## src/rtl/irq_entry_seq.sv

```systemverilog
module irq_entry_seq #(
  parameter int         NSRC       = 4,
  parameter int         ONESHOT    = 0,
  parameter logic [7:0] STACK_PAGE = 8'h01
) (
  input  logic            clk,
  input  logic            rst_n,
  input  logic            boundary,
  input  logic            nmi_req,
  input  logic [NSRC-1:0] irq_set,
  input  logic [NSRC-1:0] irq_clr,
  input  logic            i_prev,
  input  logic            jammed,
  input  logic [15:0]     pc_in,
  input  logic [7:0]      p_in,
  input  logic [7:0]      s_in,
  input  logic [7:0]      mem_rdata,
  output logic            mem_req,
  output logic            mem_we,
  output logic [15:0]     mem_addr,
  output logic [7:0]      mem_wdata,
  output logic            busy,
  output logic            load,
  output logic            jam_clr,
  output logic [15:0]     pc_out,
  output logic [7:0]      p_out,
  output logic [7:0]      s_out,
  output logic [NSRC-1:0] irq_pend
);
  localparam logic [15:0] VEC_NMI = 16'hFFFA;
  localparam logic [15:0] VEC_RST = 16'hFFFC;
  localparam logic [15:0] VEC_IRQ = 16'hFFFE;
  localparam logic [7:0]  FLG_I   = 8'h04;
  localparam logic [7:0]  FLG_B   = 8'h10;
  localparam logic [7:0]  FLG_U   = 8'h20;
  localparam logic [NSRC-1:0] ONE_MASK = NSRC'(1) << ONESHOT;

  typedef enum logic [3:0] {
    ST_RLO, ST_RHI, ST_IDLE, ST_D1, ST_D2, ST_PH, ST_PL, ST_PP, ST_VL, ST_VH
  } st_t;

  st_t         st;
  logic [7:0]  sp, pst, vlo;
  logic [15:0] pcs;
  logic        is_irq, nmi_pend;

  wire            eff_nmi  = nmi_pend | nmi_req;
  wire [NSRC-1:0] eff_irq  = (irq_pend | irq_set) & ~irq_clr;
  wire            attempt  = (st == ST_IDLE) && boundary && (eff_nmi || (|eff_irq));
  wire            take_nmi = attempt && eff_nmi && !jammed;
  wire            take_irq = attempt && !eff_nmi && !i_prev && !jammed;
  wire [15:0]     vec_base = is_irq ? VEC_IRQ : VEC_NMI;

  assign busy    = (st != ST_IDLE);
  assign mem_we  = (st == ST_PH) || (st == ST_PL) || (st == ST_PP);
  assign mem_req = mem_we || (st == ST_VL) || (st == ST_VH) ||
                   (st == ST_RLO) || (st == ST_RHI);

  always_comb begin
    mem_addr  = 16'h0000;
    mem_wdata = 8'h00;
    case (st)
      ST_RLO: mem_addr = VEC_RST;
      ST_RHI: mem_addr = VEC_RST | 16'h0001;
      ST_PH: begin mem_addr = {STACK_PAGE, sp}; mem_wdata = pcs[15:8]; end
      ST_PL: begin mem_addr = {STACK_PAGE, sp}; mem_wdata = pcs[7:0]; end
      ST_PP: begin mem_addr = {STACK_PAGE, sp}; mem_wdata = (pst & ~FLG_B) | FLG_U; end
      ST_VL: mem_addr = vec_base;
      ST_VH: mem_addr = vec_base | 16'h0001;
      default: ;
    endcase
  end

  always_ff @(posedge clk or negedge rst_n) begin
    if (!rst_n) begin
      st       <= ST_RLO;
      sp       <= 8'h00;
      pst      <= 8'h00;
      vlo      <= 8'h00;
      pcs      <= 16'h0000;
      is_irq   <= 1'b0;
      nmi_pend <= 1'b0;
      irq_pend <= '0;
      load     <= 1'b0;
      jam_clr  <= 1'b0;
      pc_out   <= 16'h0000;
      p_out    <= FLG_I;
      s_out    <= 8'h00;
    end else begin
      load     <= 1'b0;
      jam_clr  <= 1'b0;
      nmi_pend <= attempt ? 1'b0 : eff_nmi;
      irq_pend <= attempt ? (eff_irq & ~ONE_MASK) : eff_irq;
      case (st)
        ST_RLO: begin vlo <= mem_rdata; st <= ST_RHI; end
        ST_RHI: begin
          pc_out  <= {mem_rdata, vlo};
          p_out   <= FLG_I;
          s_out   <= s_in;
          load    <= 1'b1;
          jam_clr <= 1'b1;
          st      <= ST_IDLE;
        end
        ST_IDLE: if (take_nmi || take_irq) begin
          pcs    <= pc_in;
          pst    <= p_in;
          sp     <= s_in;
          is_irq <= take_irq;
          st     <= ST_D1;
        end
        ST_D1: st <= ST_D2;
        ST_D2: st <= ST_PH;
        ST_PH: begin sp <= sp - 8'd1; st <= ST_PL; end
        ST_PL: begin sp <= sp - 8'd1; st <= ST_PP; end
        ST_PP: begin sp <= sp - 8'd1; st <= ST_VL; end
        ST_VL: begin vlo <= mem_rdata; st <= ST_VH; end
        ST_VH: begin
          pc_out <= {mem_rdata, vlo};
          p_out  <= (pst & ~FLG_B) | (is_irq ? FLG_I : 8'h00);
          s_out  <= sp;
          load   <= 1'b1;
          st     <= ST_IDLE;
        end
        default: st <= ST_IDLE;
      endcase
    end
  end
endmodule


```

## config.mk

```make
export PLATFORM = sky130hd
export DESIGN_NAME = irq_entry_seq
export DESIGN_NICKNAME = d
export VERILOG_FILES = /design/src/rtl/irq_entry_seq.sv
export SDC_FILE = /design/constraint.sdc
export NUM_CORES = 1
export LEC_CHECK = 0
export BUFFER_PORTS_ARGS = -buffer_cell sky130_fd_sc_hd__buf_2
export CAP_MARGIN = 20
export CORE_UTILIZATION = 35
export DETAILED_ROUTE_END_ITERATION = 6
export SKIP_CTS_REPAIR_TIMING = 1
export SLEW_MARGIN = 20
export SYNTH_ARGS = -nofsm -noshare
export SYNTH_HDL_FRONTEND = slang
export SYNTH_SLANG_ARGS = --single-unit
```

## constraint.sdc

```tcl
create_clock -name clk -period 5.5 [get_ports clk]
set_input_delay 0.825 -clock clk [delete_from_list [all_inputs] [get_ports clk]]
set_output_delay 0.825 -clock clk [all_outputs]
set_load 0.02 [all_outputs]
```

==> key figures <==
Die
  – Die ar.: 11400 µm²
  – Site row count: 37
  – Die height: 107 µm
  – Initial Util: 0.367
  – Io pins: 119
  – Die W: 107 µm
  – Core area: 10500 µm²

Drt
  – WL/cell: 14.7 µm
  – DRT iter0 DRCs: 100
  – Initial DRT Pass Iterations: 4
  – Wirelength, routed: 8.23 mm
  – DRC Markers: 0
  – Vias: 2711
  – Drt via density: 4.83
  – Final ANT Viol Nets: 0

Final layout
  – Layout cells sized above 1: 0.471
  – Final net count: 476
  – Final core occ: 0.443
  – Area grow syn2layout: 20.8%
  – Filler Cell Count: 1012
  – ANT cells: 0

Synthesis
  – Mapped cell area: 3850 µm²
  – Syn nets: 375
  – Asr flop ratio synth: 1.00
  – Cell variety after synth: 45
  – Post-synthesis sequential area ratio: 0.533
  – Post-Synthesis Cells: 320
  – FF+latch count, synth: 82
  – Avg Cell Area, Syn: 12.0 µm²
  – Post-synth EDFFs: 0
  – Top post-synthesis cells by area: dfrtp_1, mux2_4, mux2_2
  – Yosys top cell area share: 0.526
  – YS warnings: 0
  – Synth area leader: dfrtp_1
  – Synth Flop Type: dfrtp_1

Global routing
  – First-pass GRT wire length: 13.5 mm
  – Antenna violations before repair: 0
  – Tot GR Track Use: 0.155
  – Vias in the first global route: 2714
  – Largest net degree at the start of global routing: 83
  – Grt ovf: 0

Worst hold path
  – Hold Startpoint: s_out[0]$_DFFE_PN0P_
  – Hold crit path type: reg2reg

Setup path
  – FF-to-FF Start: st[1]$_DFFE_PN0P_
  – CP max stage cell: nand2_2
  – CP Class: reg2out
  – R2R depth: 4
  – Register-to-register setup slack: 2.94 ns
  – Crit path DAT: 2.82 ns
  – Worst Path Max Fanout: 48
  – Worst Setup EP: mem_addr[0]
  – Type of origin of the critical path: flop
  – Max stage delay on crit path: 0.60 ns
  – Critical path endpoint category: output port
  – RR Endpoint: pc_out[5]$_DFFE_PN0P_
  – Setup crit start: st[1]$_DFFE_PN0P_
  – Worst path required time: 4.68 ns
  – CP Cell Sequence: or2_2, inv_1, nand2_2, o21ai_0, buf_2

Clocking
  – H-Tree Depth: 3
  – Root Driver: clkbuf_8
  – CTS tree: yes
  – Clk pin slew, worst setup/hold paths: 0.08 ns
  – Total CTS buffers: 9
  – CTS Sinks: 82
  – Clock Tree Buf Depth: 2
  – Clk Latency, worst-skew pair: 0.35 ns

Placed design
  – Gp weighted congestion: 0.700
  – IO buf count: 116
  – HPWL Detailed: 5.67 mm

Timing
  – Worst-margin pin slew: 0.927 ns
  – FMAX: 0.274 GHz
  – Final period utilization: 0.663
  – Final Critical Period: 3.65 ns
  – Final hold violation count: 0
  – Final setup TNS: 0 ns
  – Final setup violation count: 0
  – Unrepaired setup endpoints after global routing: no
  – Skew final: 0.00749 ns
  – Max_slew headroom: 0.379
  – Fin. max-slew vios: 0

Pwr
  – P_leak: 0.00230 µW
  – Worst vdd ir: 287 µV
  – Cell Pwr Density: 635 nW/µm²

Run
  – Max-Cap Viols: 0

Status
  – Status: completed
-- flip-flops by register name, summed over array words and instances (netlist names) --
name / flops
jam_clr: 1
irq_pend: 4
sp: 8
pcs: 16
vlo: 8
pst: 7
pc_out: 16
st: 4
s_out: 8
is_irq: 1
load: 1
p_out: 7
nmi_pend: 1
-- Yosys cell counts (8+ instances only) --
| cell type | count |
|---|---|
| dfrtp_1 | 81 |
| mux2_2 | 30 |
| nand2_1 | 30 |
| mux2_4 | 23 |
| o21ai_0 | 19 |
| nor2_1 | 16 |
| inv_1 | 12 |
| mux2i_1 | 11 |
| clkbuf_1 | 9 |
| a21oi_1 | 8 |
-- report_power, final --
part | internal, µW | leakage, µW | switching, µW
Combinational | 627 | 0.00122 | 771
Sequential | 887 | 0.000989 | 208
Clock | 253 | 0.000100 | 206
Total | 1770 | 0.00230 | 1190
-- through the flow --
step	setup WS (ns)	hold slack, ns	area (µm²)	std cells	total power (µW)
final	1.85	0.473	4650	561	2950
after detailed placement	2.17	0.465	4450	546	2530
after floorplan	2.79	0.455	3850	320	2150
after CTS	1.76	0.484	4650	561	3000
after global placement	2.30	0.456	4450	546	2490
after global routing	1.57	0.508	4650	561	3180
-- worst max-delay path, delay by kind of cell (launching register included) --
family / cells / cell delay (ns)
AO/OA/AOI/OAI: 1 / 0.33
AND/OR/NAND/NOR: 2 / 1.07
flip-flops: 1 / 0.55
buffers and inverters: 2 / 0.51
-- final cells by class --
cell class	count	area, µm²	share of cell area
clock buffer	12	135	0.0290
clock inverter	3	65.1	0.0140
inverter	12	45.0	0.00968
multi-input combinational	199	1590	0.342
sequential	82	2050	0.441
tap	136	170	0.0366
timing repair buffer	117	594	0.128
-- cells in the final DEF, fill, tap and decap left out, types with 9 or more instances in the layout --
cell / n
buf_2: 115
dfrtp_1: 81
mux2_2: 30
nand2_1: 29
mux2_4: 23
o21ai_0: 19
nor2_1: 16
inv_1: 12
mux2i_1: 11
clkbuf_8: 9
-- worst min-delay path by stage --
stage	slack, ns	to	cells after the start
global placement	0.46	s_out[2]$_DFFE_PN0P_	2
CTS	0.48	s_out[1]$_DFFE_PN0P_	2
detailed placement	0.47	s_out[1]$_DFFE_PN0P_	2
global route	0.51	s_out[2]$_DFFE_PN0P_	2
finish	0.47	s_out[0]$_DFFE_PN0P_	2
floorplan	0.46	is_irq$_DFFE_PN0P_	1
-- metal layers --
metal | share of wire | track usage
met5 | 0 | 0
met4 | 0.015 | 0.0587
met3 | 0.053 | 0.0444
met2 | 0.48 | 0.253
met1 | 0.45 | 0.195
-- logic make-up after synthesis --
logic type | count (synthesis) | synth area share
buffers and inverters | 39 | 0.0549
other | 1 | 0.000973
AOI/OAI and AO/OA | 54 | 0.0974
and+or+nand+nor | 78 | 0.102
DFF | 82 | 0.533
adders and majority gates | 1 | 0.00325
muxes | 64 | 0.206
xor gates and xnor gates | 1 | 0.00227
Power figures use the tool's default switching activity.
